--- src/rtl/dac_cmd_pkg.sv ---
package dac_cmd_pkg;
   localparam int WORD_W  = 16;
   localparam int MAIN_W  = 10;
   localparam int SUB_W   = 8;
   localparam int MUX_W   = 2;

   localparam int B_TGT   = 15;
   localparam int B_MDA   = 14;
   localparam int B_MDB   = 13;
   localparam int B_ADDR  = 10;
   localparam int B_MUX   = 8;
   localparam int B_RSV_H = 7;
   localparam int B_COD   = 6;
   localparam int B_PWR   = 5;
   localparam int B_STBY  = 4;
   localparam int B_CLR   = 3;
   localparam int B_RSV_L = 2;
   localparam int B_SUB   = 2;

   typedef struct packed {
      logic coding_ob;
      logic pwr_on;
      logic bank_stby;
   } bank_cfg_t;
endpackage

--- src/rtl/dac_cmd_decode.sv ---
module dac_cmd_decode
   import dac_cmd_pkg::*;
#(
   parameter int NCH    = 8,
   parameter int ADDR_W = 3
) (
   input  logic              valid,
   input  logic [WORD_W-1:0] word,
   output logic              cfg_wr,
   output logic              cfg_clr,
   output bank_cfg_t         cfg_nxt,
   output logic [NCH-1:0]    ctl_sel,
   output logic [NCH-1:0]    main_sel,
   output logic [NCH-1:0]    sub_sel,
   output logic [MUX_W-1:0]  ctl_mux,
   output logic              ctl_stby,
   output logic              ctl_clr,
   output logic [MAIN_W-1:0] main_din,
   output logic [SUB_W-1:0]  sub_din
);
   logic              is_cfg, is_ctl, is_dat, rsv_bad;
   logic [ADDR_W-1:0] addr;

   assign rsv_bad = word[B_RSV_H] | word[B_RSV_L];
   assign is_cfg  = valid & ~word[B_MDB] & ~word[B_MDA];
   assign is_ctl  = valid & ~word[B_MDB] &  word[B_MDA];
   assign is_dat  = valid &  word[B_MDB];
   assign addr    = word[B_ADDR +: ADDR_W];

   generate
      if (ADDR_W < 3) begin : g_narrow
         logic unused_hi_addr;
         assign unused_hi_addr = ^word[B_ADDR+2:B_ADDR+ADDR_W];
      end
   endgenerate

   assign cfg_wr            = is_cfg & ~rsv_bad;
   assign cfg_clr           = cfg_wr & word[B_CLR];
   assign cfg_nxt.coding_ob = word[B_COD];
   assign cfg_nxt.pwr_on    = word[B_PWR];
   assign cfg_nxt.bank_stby = word[B_STBY];

   assign ctl_mux  = word[B_MUX +: MUX_W];
   assign ctl_stby = word[B_STBY];
   assign ctl_clr  = word[B_CLR];
   assign main_din = word[MAIN_W-1:0];
   assign sub_din  = word[B_SUB +: SUB_W];

   generate
      for (genvar i = 0; i < NCH; i++) begin : g_sel
         logic hit;
         assign hit         = (addr == ADDR_W'(i));
         assign ctl_sel[i]  = is_ctl & hit;
         assign main_sel[i] = is_dat & hit & ~word[B_TGT];
         assign sub_sel[i]  = is_dat & hit &  word[B_TGT];
      end
   endgenerate
endmodule

--- src/rtl/dac_bank_cfg.sv ---
module dac_bank_cfg
   import dac_cmd_pkg::*;
(
   input  logic      clk,
   input  logic      rst_n,
   input  logic      cfg_wr,
   input  bank_cfg_t cfg_nxt,
   output bank_cfg_t cfg_q
);
   always_ff @(posedge clk) begin
      if (!rst_n)      cfg_q <= '0;
      else if (cfg_wr) cfg_q <= cfg_nxt;
   end

   AST_CFG_HOLD: assert property (@(posedge clk) disable iff (!rst_n)
      !cfg_wr |=> $stable(cfg_q));
endmodule

--- src/rtl/dac_chan_regs.sv ---
module dac_chan_regs
   import dac_cmd_pkg::*;
(
   input  logic              clk,
   input  logic              rst_n,
   input  logic              hwclr,
   input  logic              ld_pulse,
   input  logic              bank_clr,
   input  logic              ctl_wr,
   input  logic [MUX_W-1:0]  ctl_mux,
   input  logic              ctl_stby,
   input  logic              ctl_clr,
   input  logic              main_wr,
   input  logic              sub_wr,
   input  logic [MAIN_W-1:0] main_din,
   input  logic [SUB_W-1:0]  sub_din,
   output logic [MAIN_W-1:0] act_main,
   output logic [SUB_W-1:0]  act_sub,
   output logic [MUX_W-1:0]  mux_q,
   output logic              stby_q
);
   logic [MAIN_W-1:0] main_q;
   logic [SUB_W-1:0]  sub_q;
   logic              swclr;

   assign swclr = bank_clr | (ctl_wr & ctl_clr);

   always_ff @(posedge clk) begin
      if (!rst_n) begin
         mux_q  <= '0;
         stby_q <= 1'b0;
      end else if (ctl_wr) begin
         mux_q  <= ctl_mux;
         stby_q <= ctl_stby;
      end
   end

   always_ff @(posedge clk) begin
      if (!rst_n || hwclr) begin
         main_q   <= '0;
         act_main <= '0;
      end else if (swclr) begin
         main_q   <= '0;
         act_main <= '0;
      end else begin
         if (main_wr)  main_q   <= main_din;
         if (ld_pulse) act_main <= main_q;
      end
   end

   always_ff @(posedge clk) begin
      if (!rst_n || hwclr) begin
         sub_q   <= '0;
         act_sub <= '0;
      end else begin
         if (sub_wr)   sub_q   <= sub_din;
         if (ld_pulse) act_sub <= sub_q;
      end
   end

   AST_HWCLR_ZERO: assert property (@(posedge clk) disable iff (!rst_n)
      hwclr |=> (main_q == '0 && act_main == '0 && sub_q == '0 && act_sub == '0));
   AST_SWCLR_MAIN: assert property (@(posedge clk) disable iff (!rst_n)
      (!hwclr && swclr) |=> (main_q == '0 && act_main == '0));
   AST_SWCLR_SUB_KEEP: assert property (@(posedge clk) disable iff (!rst_n)
      (!hwclr && swclr && !ld_pulse && !sub_wr) |=> ($stable(act_sub) && $stable(sub_q)));
   AST_LOAD_COPY: assert property (@(posedge clk) disable iff (!rst_n)
      (!hwclr && !swclr && ld_pulse) |=> (act_main == $past(main_q) && act_sub == $past(sub_q)));
   AST_ACT_HOLD: assert property (@(posedge clk) disable iff (!rst_n)
      (!hwclr && !swclr && !ld_pulse) |=> ($stable(act_main) && $stable(act_sub)));
endmodule

--- src/rtl/dac_cmd_bank.sv ---
module dac_cmd_bank
   import dac_cmd_pkg::*;
#(
   parameter int NCH = 8
) (
   input  logic                  clk,
   input  logic                  rst_n,
   input  logic                  cmd_valid,
   input  logic [WORD_W-1:0]     cmd_word,
   input  logic                  load_n,
   input  logic                  hwclr_n,
   output logic [NCH*MAIN_W-1:0] act_main,
   output logic [NCH*SUB_W-1:0]  act_sub,
   output logic [NCH*MUX_W-1:0]  ref_sel,
   output logic [NCH-1:0]        chan_stby,
   output logic                  coding_ob,
   output logic                  pwr_on,
   output logic                  bank_stby
);
   localparam int ADDR_W = (NCH > 4) ? 3 : 2;

   generate
      if (NCH != 4 && NCH != 8) begin : g_bad_nch
         $error("dac_cmd_bank: NCH must be 4 or 8");
      end
   endgenerate

   logic              cfg_wr, cfg_clr, ctl_stby, ctl_clr;
   bank_cfg_t         cfg_nxt, cfg_q;
   logic [NCH-1:0]    ctl_sel, main_sel, sub_sel, stby_vec;
   logic [MUX_W-1:0]  ctl_mux;
   logic [MAIN_W-1:0] main_din;
   logic [SUB_W-1:0]  sub_din;
   logic              ld_prev, ld_pulse, hwclr;

   always_ff @(posedge clk) begin
      if (!rst_n) ld_prev <= 1'b1;
      else        ld_prev <= load_n;
   end
   assign ld_pulse = ld_prev & ~load_n;
   assign hwclr    = ~hwclr_n;

   dac_cmd_decode #(.NCH(NCH), .ADDR_W(ADDR_W)) u_dec (
      .valid(cmd_valid), .word(cmd_word),
      .cfg_wr(cfg_wr), .cfg_clr(cfg_clr), .cfg_nxt(cfg_nxt),
      .ctl_sel(ctl_sel), .main_sel(main_sel), .sub_sel(sub_sel),
      .ctl_mux(ctl_mux), .ctl_stby(ctl_stby), .ctl_clr(ctl_clr),
      .main_din(main_din), .sub_din(sub_din)
   );

   dac_bank_cfg u_cfg (
      .clk(clk), .rst_n(rst_n), .cfg_wr(cfg_wr), .cfg_nxt(cfg_nxt), .cfg_q(cfg_q)
   );

   assign coding_ob = cfg_q.coding_ob;
   assign pwr_on    = cfg_q.pwr_on;
   assign bank_stby = cfg_q.bank_stby;

   generate
      for (genvar i = 0; i < NCH; i++) begin : g_ch
         dac_chan_regs u_ch (
            .clk(clk), .rst_n(rst_n), .hwclr(hwclr), .ld_pulse(ld_pulse),
            .bank_clr(cfg_clr), .ctl_wr(ctl_sel[i]), .ctl_mux(ctl_mux),
            .ctl_stby(ctl_stby), .ctl_clr(ctl_clr),
            .main_wr(main_sel[i]), .sub_wr(sub_sel[i]),
            .main_din(main_din), .sub_din(sub_din),
            .act_main(act_main[i*MAIN_W +: MAIN_W]),
            .act_sub(act_sub[i*SUB_W +: SUB_W]),
            .mux_q(ref_sel[i*MUX_W +: MUX_W]),
            .stby_q(stby_vec[i])
         );
         assign chan_stby[i] = stby_vec[i] | cfg_q.bank_stby;
      end
   endgenerate

   AST_ONE_CHANNEL: assert property (@(posedge clk) disable iff (!rst_n)
      $onehot0(ctl_sel) && $onehot0(main_sel | sub_sel));
   AST_RSVD_IGNORED: assert property (@(posedge clk) disable iff (!rst_n)
      (cmd_valid && !cmd_word[B_MDB] && !cmd_word[B_MDA] && (cmd_word[B_RSV_H] || cmd_word[B_RSV_L]))
      |=> $stable(cfg_q));
   AST_NO_STROBE_NO_CFG: assert property (@(posedge clk) disable iff (!rst_n)
      !cmd_valid |=> $stable(cfg_q));
endmodule

--- config.mk ---
export PLATFORM = sky130hd
export DESIGN_NAME = dac_cmd_bank
export DESIGN_NICKNAME = d
export VERILOG_FILES = /design/src/rtl/dac_cmd_pkg.sv /design/src/rtl/dac_cmd_decode.sv /design/src/rtl/dac_bank_cfg.sv /design/src/rtl/dac_chan_regs.sv /design/src/rtl/dac_cmd_bank.sv
export SDC_FILE = /design/constraint.sdc
export NUM_CORES = 1
export LEC_CHECK = 0
export BUFFER_PORTS_ARGS = -buffer_cell sky130_fd_sc_hd__buf_4
export CAP_MARGIN = 30
export CORE_ASPECT_RATIO = 0.6
export CORE_MARGIN = 8
export CORE_UTILIZATION = 35
export DETAILED_ROUTE_END_ITERATION = 6
export MAX_ROUTING_LAYER = met4
export PLACE_DENSITY = 0.51
export SYNTH_ARGS = -nofsm -noshare
export SYNTH_HDL_FRONTEND = slang
export SYNTH_SLANG_ARGS = --single-unit
export TNS_END_PERCENT = 100
--- constraint.sdc ---
create_clock -name clk -period 3.3 [get_ports clk]
set_clock_uncertainty 0.05 [all_clocks]
set_input_delay 0.825 -clock clk [delete_from_list [all_inputs] [get_ports clk]]
set_output_delay 0.825 -clock clk [all_outputs]
set_load 0.01 [all_outputs]
==> flow_summary.yaml <==
run_status:
  status: "finished clean"
pwr:
  power_frac_clock: 0.454
  internal-power_mw: 5.91
  p_seq_frac: 0.492
  swShare: 0.240
  pwr-share-comb: 0.054
  power_density_nw_per_um2: 507
  p_leak_nw: 5.91
  ir_drop_v: 0.000461
  switching_power_mw: 1.86
logic_synthesis:
  yosysTopAreaCell: "dfxtp_1"
  syn_inst: 1292
  netlist_area_um2: 12500
  synth_top_cell_area_share: 0.504
  synthTopCellsByArea: "dfxtp_1 50%, mux2i_1 13%, nand2_1 7.1%"
  ys_ff_latch: 316
  synth_fp_nets: 1313
  yosys_warnings: 0
  yosysUniqueCellTypes: 32
  yosysSeqAreaShare: 0.504
  postSynthAreaPerCell_um2: 9.71
floorplan:
  row_count: 53
  dieArea_um2: 42300
  die_h_um: 163
  pin_count: 192
  die_w_um: 260
  placeableCoreArea_um2: 35100
  start_util: 0.357
timing:
  tns_ns: 0
  slew_viol_final: 0
  fin_ws_ns: 0.950
  setup_violations: 0
  finalHoldViolations: 0
  slew_headroom: 0.402
  period_share: 0.712
  maxClockFrequency_ghz: 0.425
  rsz0062_at_grt: "no"
  worst_slew_pin_slew_ns: 0.894
  finalCriticalPeriod_ns: 2.35
critical_path:
  critPathSlowestCell: "dfxtp_1"
  critPathKind: "flip-flop to primary output"
  cp-startpoint: "u_cfg.cfg_q[0]$_SDFFE_PN0P_"
  crit_path_max_incr_delay_ns: 0.41
  crit_family: "flip-flops"
  crit_arrival_ns: 1.48
  worstPathMaxFanout: 10
  path_cells: "or2_2 > buf_4"
  crit_buf_inv: 1
  cp-start-kind: "flip-flop"
  crit_required_ns: 2.42
  reg2reg_from: "ld_prev$_SDFF_PN1_"
  end_kind: "primary output"
detailed_routing:
  wirelength_um: 39100
  dr.pass1.iters: 4
  drtIter0Drc: 709
  drt-vias-per-instance: 5.10
  final_antenna_net_count: 0
  vias: 9769
  post_drt_wl_per_cell_um: 20.4
  drc: 0
cells_and_area:
  drive_above_1_share: 0.283
  final_common_cell: "dfxtp_1"
  utilization: 0.436
  nNetsFinal: 1445
  most-common-layout-cells: "316 x dfxtp_1, 235 x nand2_1, 221 x buf_4"
  area_delta_synth_final_pct: 22.2
  fillers: 3482
worst_hold_path:
  hold_class: "flip-flop to flip-flop"
  worstHoldStart: "g_ch[0].u_ch.sub_q[5]$_SDFFE_PP0P_"
cts:
  clk_pin_slew_worst_paths_ns: 0.06
  clk_latency_ns: 0.57
  post-cts-setup-buffers: 0
  clock_path_buffers: 3
  ctsHoldBuffers: 0
  cts_root_buffer: "clkbuf_16"
  cts.sinks: 316
  ctsResizeCount: 0
  cts_tree: "done"
  cts_buffers: 31
  htree_levels: 1
placed_design:
  pre_cts_ws_ns: 0.725
  hpwl_um: 25700
  globalplace.congestion: 0.784
  io_buffers: 191
job:
  drv_cap: 0
grt:
  grt_usage: 0.183
  antenna_found_initial: 1
  overflow: 0
  grt_pass1_vias: 9720
  grt_max_degree: 102
  grt_pass1_wl_um: 60000
-- worst paths after layout --
kind | to | slack (ns) | depth (start not counted)
hold reg to reg | g_ch[0].u_ch.act_sub[5]$_SDFFE_PP0P_ | 0.40 | 2
hold / removal | g_ch[0].u_ch.act_sub[5]$_SDFFE_PP0P_ | 0.40 | 2
setup / recovery | chan_stby[2] | 0.95 | 2
setup reg to reg | g_ch[7].u_ch.act_main[7]$_SDFFE_PP0P_ | 1.67 | 4
-- per-stage QoR --
| step | hold slack, ns | instances | total power, mW | area (um^2) |
|---|---|---|---|---|
| after floorplan | 0.380 | 1292 | 4.18 | 12500 |
| after global placement | 0.388 | 1858 | 4.33 | 14300 |
| after detailed placement | 0.392 | 1858 | 4.33 | 14300 |
| after CTS | 0.402 | 1914 | 7.87 | 15300 |
| after global routing | 0.422 | 1915 | 8.04 | 15300 |
| final | 0.402 | 1916 | 7.77 | 15300 |
-- registers in the layout, indices dropped and copies added (netlist names) --
signal,flops
g_ch.u_ch.main_q,80
g_ch.u_ch.stby_q,8
g_ch.u_ch.sub_q,64
u_cfg.cfg_q,3
ld_prev,1
g_ch.u_ch.mux_q,16
g_ch.u_ch.act_sub,64
g_ch.u_ch.act_main,80
-- power groups by stage --
stage / clock [mW] / sequential [mW] / combinational, mW
floorplan: 0 / 3.91 / 0.268
global placement: 0 / 3.91 / 0.416
detailed placement: 0 / 3.91 / 0.417
CTS: 3.62 / 3.83 / 0.417
global route: 3.78 / 3.82 / 0.444
finish: 3.53 / 3.83 / 0.416
-- cells in the mapped netlist, drive strengths merged --
master / number
nand4b: 3
nand3: 83
and2: 3
clkbuf: 59
buf: 68
mux2i: 168
a211oi: 80
o21ai: 83
and4: 1
dfxtp: 316
a21oi: 67
nor2b: 4
a31o: 1
nor3: 89
or2: 9
and4b: 2
and4bb: 2
nor2: 5
nand2: 240
nand2b: 5
nand4bb: 1
or3: 1
inv: 2
-- routing by layer --
layer	global-route usage	up-vias	part of all wire
li1	-	4768	-
met1	0.270	4749	0.51
met2	0.254	199	0.42
met3	0.0371	53	0.050
met4	0.0401	0	0.020
met5	-	-	0
-- logic make-up (layout without fill, tap and decap cells) --
| kind of cell | count (synthesis) | count (layout) | share of synthesized area |
|---|---|---|---|
| other | 0 | 2 | 0 |
| AO/OA/AOI/OAI | 231 | 231 | 0.116 |
| AND/OR/NAND/NOR | 448 | 448 | 0.194 |
| multiplexers | 168 | 168 | 0.134 |
| buffers and inverters | 129 | 284 | 0.0511 |
| flip-flops | 316 | 316 | 0.504 |
-- worst min-delay path: cells and delay by family (launching register included) --
kind	cells	cell delay, ns
compound gates	1	0.05
flops	1	0.31
simple gates	1	0.05
-- final cells by class --
cell class                      count  area (um^2)  area share
Antenna cell                        2         5.00    0.000327
Inverter                            2         7.51    0.000490
Tap cell                          467          584      0.0381
Sequential cell                   316         6330       0.413
Multi-Input combinational cell    847         5650       0.368
Clock inverter                     12         96.3     0.00629
Clock buffer                       44          905      0.0590
Timing Repair Buffer              226         1760       0.115
(Power assumes the default switching activity.)
